## config.mk

```make
export PLATFORM = sky130hd
export DESIGN_NAME = tok_sem8
export DESIGN_NICKNAME = d
export VERILOG_FILES = /design/src/rtl/tok_sem_pkg.sv /design/src/rtl/tok_port_dec.sv /design/src/rtl/tok_cell.sv /design/src/rtl/tok_rd_mux.sv /design/src/rtl/tok_sem8.sv
export SDC_FILE = /design/constraint.sdc
export NUM_CORES = 1
export LEC_CHECK = 0
export ABC_AREA = 1
export BUFFER_PORTS_ARGS = -buffer_cell sky130_fd_sc_hd__buf_2
export CAP_MARGIN = 25
export CORE_ASPECT_RATIO = 0.75
export CORE_MARGIN = 1.5
export CORE_UTILIZATION = 50
export DETAILED_ROUTE_END_ITERATION = 10
export MAX_ROUTING_LAYER = met4
export PLACE_DENSITY_LB_ADDON = 0.1
export SLEW_MARGIN = 15
export SYNTH_ARGS = -nofsm -noshare
export SYNTH_HDL_FRONTEND = slang
export SYNTH_SLANG_ARGS = --single-unit
export TNS_END_PERCENT = 100
```

## constraint.sdc

```tcl
create_clock -name clk -period 2.2 [get_ports clk]
set_input_delay 0.33 -clock clk [delete_from_list [all_inputs] [get_ports clk]]
set_output_delay 0.33 -clock clk [all_outputs]
set_load 0.02 [all_outputs]
```

## src/rtl/tok_sem_pkg.sv

```systemverilog
package tok_sem_pkg;

  // State of one token: who holds it and who is waiting for it
  typedef struct packed {
    logic hold_l;
    logic hold_r;
    logic pend_l;
    logic pend_r;
  } tok_state_t;

  localparam tok_state_t TOK_IDLE = '{hold_l: 1'b0, hold_r: 1'b0, pend_l: 1'b0, pend_r: 1'b0};

  // An access counts only with both select and enable high
  function automatic logic port_live(input logic sel, input logic en);
    return sel & en;
  endfunction

  // One clock step of a token. Releases and cancels are applied first,
  // then new requests, then a free token goes to the waiting side with
  // the left side ahead of the right.
  function automatic tok_state_t tok_step(input tok_state_t s,
                                          input logic req_l, input logic rel_l,
                                          input logic req_r, input logic rel_r);
    tok_state_t n;
    n = s;
    if (rel_l) begin
      n.hold_l = 1'b0;
      n.pend_l = 1'b0;
    end
    if (rel_r) begin
      n.hold_r = 1'b0;
      n.pend_r = 1'b0;
    end
    if (req_l && !n.hold_l) n.pend_l = 1'b1;
    if (req_r && !n.hold_r) n.pend_r = 1'b1;
    if (!n.hold_l && !n.hold_r) begin
      if (n.pend_l) begin
        n.hold_l = 1'b1;
        n.pend_l = 1'b0;
      end else if (n.pend_r) begin
        n.hold_r = 1'b1;
        n.pend_r = 1'b0;
      end
    end
    return n;
  endfunction

endpackage

```

## src/rtl/tok_port_dec.sv

```systemverilog
module tok_port_dec
  import tok_sem_pkg::*;
#(
  parameter int unsigned NUM_TOK = 8,
  parameter int unsigned IDX_W   = $clog2(NUM_TOK)
) (
  input  logic               sel,
  input  logic               en,
  input  logic               wr,
  input  logic [IDX_W-1:0]   idx,
  input  logic               wdata,
  output logic [NUM_TOK-1:0] req_v,
  output logic [NUM_TOK-1:0] rel_v,
  output logic               rd_live
);

  localparam logic [NUM_TOK-1:0] ONE = {{(NUM_TOK-1){1'b0}}, 1'b1};

  logic               live;
  logic [NUM_TOK-1:0] pick;

  assign live    = port_live(sel, en);
  assign pick    = ONE << idx;
  assign req_v   = (live && wr && !wdata) ? pick : '0;
  assign rel_v   = (live && wr &&  wdata) ? pick : '0;
  assign rd_live = live && !wr;

endmodule

```

## src/rtl/tok_cell.sv

```systemverilog
module tok_cell
  import tok_sem_pkg::*;
(
  input  logic       clk,
  input  logic       rst_n,
  input  logic       req_l,
  input  logic       rel_l,
  input  logic       req_r,
  input  logic       rel_r,
  output tok_state_t st
);

  tok_state_t st_nx;

  always_comb st_nx = tok_step(st, req_l, rel_l, req_r, rel_r);

  always_ff @(posedge clk or negedge rst_n) begin
    if (!rst_n) st <= TOK_IDLE;
    else        st <= st_nx;
  end

endmodule

```

## src/rtl/tok_rd_mux.sv

```systemverilog
module tok_rd_mux #(
  parameter int unsigned NUM_TOK = 8,
  parameter int unsigned IDX_W   = $clog2(NUM_TOK)
) (
  input  logic               rd_live,
  input  logic [IDX_W-1:0]   idx,
  input  logic [NUM_TOK-1:0] hold_v,
  output logic               rdata
);

  // Low-true ownership view; idle port reads 1
  assign rdata = rd_live ? ~hold_v[idx] : 1'b1;

endmodule

```

## src/rtl/tok_sem8.sv

```systemverilog
module tok_sem8
  import tok_sem_pkg::*;
#(
  parameter int unsigned NUM_TOK = 8,
  parameter int unsigned IDX_W   = $clog2(NUM_TOK)
) (
  input  logic             clk,
  input  logic             rst_n,
  input  logic             l_sel,
  input  logic             l_en,
  input  logic             l_wr,
  input  logic [IDX_W-1:0] l_idx,
  input  logic             l_wdata,
  output logic             l_rdata,
  input  logic             r_sel,
  input  logic             r_en,
  input  logic             r_wr,
  input  logic [IDX_W-1:0] r_idx,
  input  logic             r_wdata,
  output logic             r_rdata
);

  logic [NUM_TOK-1:0] req_l_v, rel_l_v, req_r_v, rel_r_v;
  logic               l_rd_live, r_rd_live;
  // Named state vectors, brought out for the checker
  logic [NUM_TOK-1:0] hold_l_v, hold_r_v, pend_l_v, pend_r_v;

  tok_port_dec #(.NUM_TOK(NUM_TOK), .IDX_W(IDX_W)) u_dec_l (
    .sel(l_sel), .en(l_en), .wr(l_wr), .idx(l_idx), .wdata(l_wdata),
    .req_v(req_l_v), .rel_v(rel_l_v), .rd_live(l_rd_live)
  );

  tok_port_dec #(.NUM_TOK(NUM_TOK), .IDX_W(IDX_W)) u_dec_r (
    .sel(r_sel), .en(r_en), .wr(r_wr), .idx(r_idx), .wdata(r_wdata),
    .req_v(req_r_v), .rel_v(rel_r_v), .rd_live(r_rd_live)
  );

  for (genvar k = 0; k < NUM_TOK; k++) begin : g_tok
    tok_state_t st;
    tok_cell u_cell (
      .clk(clk), .rst_n(rst_n),
      .req_l(req_l_v[k]), .rel_l(rel_l_v[k]),
      .req_r(req_r_v[k]), .rel_r(rel_r_v[k]),
      .st(st)
    );
    assign hold_l_v[k] = st.hold_l;
    assign hold_r_v[k] = st.hold_r;
    assign pend_l_v[k] = st.pend_l;
    assign pend_r_v[k] = st.pend_r;
  end

  tok_rd_mux #(.NUM_TOK(NUM_TOK), .IDX_W(IDX_W)) u_rd_l (
    .rd_live(l_rd_live), .idx(l_idx), .hold_v(hold_l_v), .rdata(l_rdata)
  );

  tok_rd_mux #(.NUM_TOK(NUM_TOK), .IDX_W(IDX_W)) u_rd_r (
    .rd_live(r_rd_live), .idx(r_idx), .hold_v(hold_r_v), .rdata(r_rdata)
  );

endmodule

```

==> qor.yml <==
die:
  ios: 18
  core-area_um2: 3420
  num_rows: 18
  die_area_um2: 4090
  die_h_um: 55.8
  start_util: 0.543
  die_x_um: 73.4
timing:
  max_freq_mhz: 617
  slew_viol_final: 0
  finalCritPeriodShare: 0.737
  layout_setup_ws_ns: 0.579
  fin_skew_ns: 0.00560
  rsz0062_at_grt: "no"
  finalSetupViolations: 0
  worstMarginPinSlew_ns: 0.697
  period_minus_slack_ns: 1.62
  tns_ns: 0
  slew_headroom: 0.536
  final-hold-violation-count: 0
synthesis:
  synth_warnings: 0
  ys_ff_latch: 32
  syn_inst: 269
  netlist_area_um2: 1860
  synth.distinct_cells: 19
  postSynthNetCount: 285
  synth-seq-area-share: 0.431
  synth_area_per_cell_um2: 6.91
pwr:
  pwr-share-seq: 0.479
  power_density_nw_per_um2: 823
  switching_power_mw: 0.620
  p_leak_nw: 1.18
  comb_power_share: 0.274
  ir_drop_mv: 0.426
  clockPowerShare: 0.247
  totalPowerFinal_mw: 1.71
  switching_share: 0.362
  p_int_mw: 1.09
setup_path:
  worstPathRequired_ns: 1.87
  criticalPathCategory: "reg -> out"
  cp-start-kind: "flip-flop"
  rrSetupSlack_ns: 1.20
  r2r_end: "g_tok[5].u_cell.st[2]"
  crit_arrival_ns: 1.29
  crit_end: "l_rdata"
  crit_fanout: 2
  rr_worst_depth: 6
  crit_path_start: "g_tok[5].u_cell.st[3]"
  worstReg2RegStart: "g_tok[5].u_cell.st[3]"
  end_kind: "output port"
clock_network:
  htree_levels: 2
  cts_tree: "yes"
  postCtsSetupBuffers: 0
  ctsResizeCount: 0
  root_buffer: "clkbuf_8"
  cts_buffers: 5
  postCtsHoldBufs: 0
  clockBufferDepth: 2
  clk_pin_slew_worst_paths_ns: 0.07
  clock-sinks: 32
  insertion_delay_ns: 0.28
flow_run:
  drv_cap: 0
finish:
  nFillCells: 327
  top_regs: "g_tok.u_cell.st (32)"
  num_antenna_cells: 0
  fin_util: 0.609
  largest_reg_flops: 32
  register_area_um2: 801
  layout_common_cells: "109 x nand2_1, 35 x inv_1, 32 x dfrtp_1"
  largest-register: "g_tok.u_cell.st"
  syn_to_final_growth_pct: 12.1
  drive_gt1_frac: 0.164
  nets: 309
  layout_commonest_cell: "nand2_1"
  multi_input_area_um2: 918
min_path:
  hold_class: "in -> async"
routing:
  wire_per_inst_um: 10.8
  wirelength_um: 3720
  dr.pass1.iters: 4
  drc: 0
  via_per_inst: 4.80
  postRouteAntennaNets: 0
  drt_iter0_drc: 112
  route.vias.total: 1647
grt:
  grt_pass1_vias: 1581
  antenna_found_initial: 0
  grt_usage: 0.212
  grt_max_degree: 33
  overflow: 0
  grt_pass1_wl_um: 6550
run_status:
  status: "completed"
placed_design:
  hpwlAfterDp_um: 2930
  port_buffers: 17
  preCtsSetupSlack_ns: 0.734
  place.gp.congestion: 0.950
area by class of cell:
cell class                 count  share of cell area
multi-input combinational    200               0.441
tap                           50              0.0300
inverter                      37              0.0667
sequential                    32               0.384
timing repair buffer          17              0.0408
clock inverter                 1             0.00240
clock buffer                   6              0.0348
synthesized netlist by cell type (all sizes together):
master  count  area, um^2
a21oi       3        15.0
a22oi       1        7.51
a31oi       1        6.26
dfrtp      32         801
inv        37         139
nand2     122         490
nand3      20         110
nand3b      2        15.0
nand4       1        6.26
nor2       35         159
o211ai      1        7.51
o21a        8        60.1
o21ai       6        41.3
power groups by stage:
stage          Clock, mW  Sequential, mW  Combinational [mW]
2_1_floorplan          0           0.797               0.365
3_5_place_dp           0           0.833               0.471
4_1_cts            0.438           0.822               0.475
5_1_grt            0.458           0.837               0.554
6_report           0.423           0.822               0.470
3_3_place_gp           0           0.835               0.466
per-layer routing:
layer,wire [um],share of wire,up-vias,track usage
li1,-,-,871,-
met1,1800,0.48,747,0.279
met2,1700,0.46,21,0.319
met3,158,0.042,8,0.0507
met4,65,0.017,0,0.0714
met5,0,0,-,-
how the worst min path moves through the flow:
stage               start                     to  cells after the start
global placement    rst_n  g_tok[6].u_cell.st[0]                      1
global route        rst_n  g_tok[6].u_cell.st[0]                      1
CTS                 rst_n  g_tok[6].u_cell.st[0]                      1
finish              rst_n  g_tok[6].u_cell.st[2]                      1
floorplan           rst_n  g_tok[0].u_cell.st[0]                      0
detailed placement  rst_n  g_tok[6].u_cell.st[0]                      1
critical path: stages (launching register included):
cell,delay [ns]
dfrtp_1,0.38
inv_1,0.11
nor2_1,0.07
a21oi_1,0.11
nand3_1,0.08
o211ai_1,0.07
buf_2,0.18
through the flow:
| stage | area [um^2] | instances | hold slack, ns |
|---|---|---|---|
| detailed placement | 2010 | 336 | 0.423 |
| global placement | 2010 | 336 | 0.419 |
| global route | 2080 | 343 | 0.159 |
| finish | 2080 | 343 | 0.0816 |
| CTS | 2080 | 343 | 0.113 |
| floorplan | 1860 | 269 | 0.0344 |
cell families after synthesis:
kind of cell,Yosys count,share of synthesized area
AOI/OAI and AO/OA,20,0.0741
DFF,32,0.431
and+or+nand+nor,180,0.420
buffers and inverters,37,0.0748
Note: power is estimated with default switching activity, not from simulation.
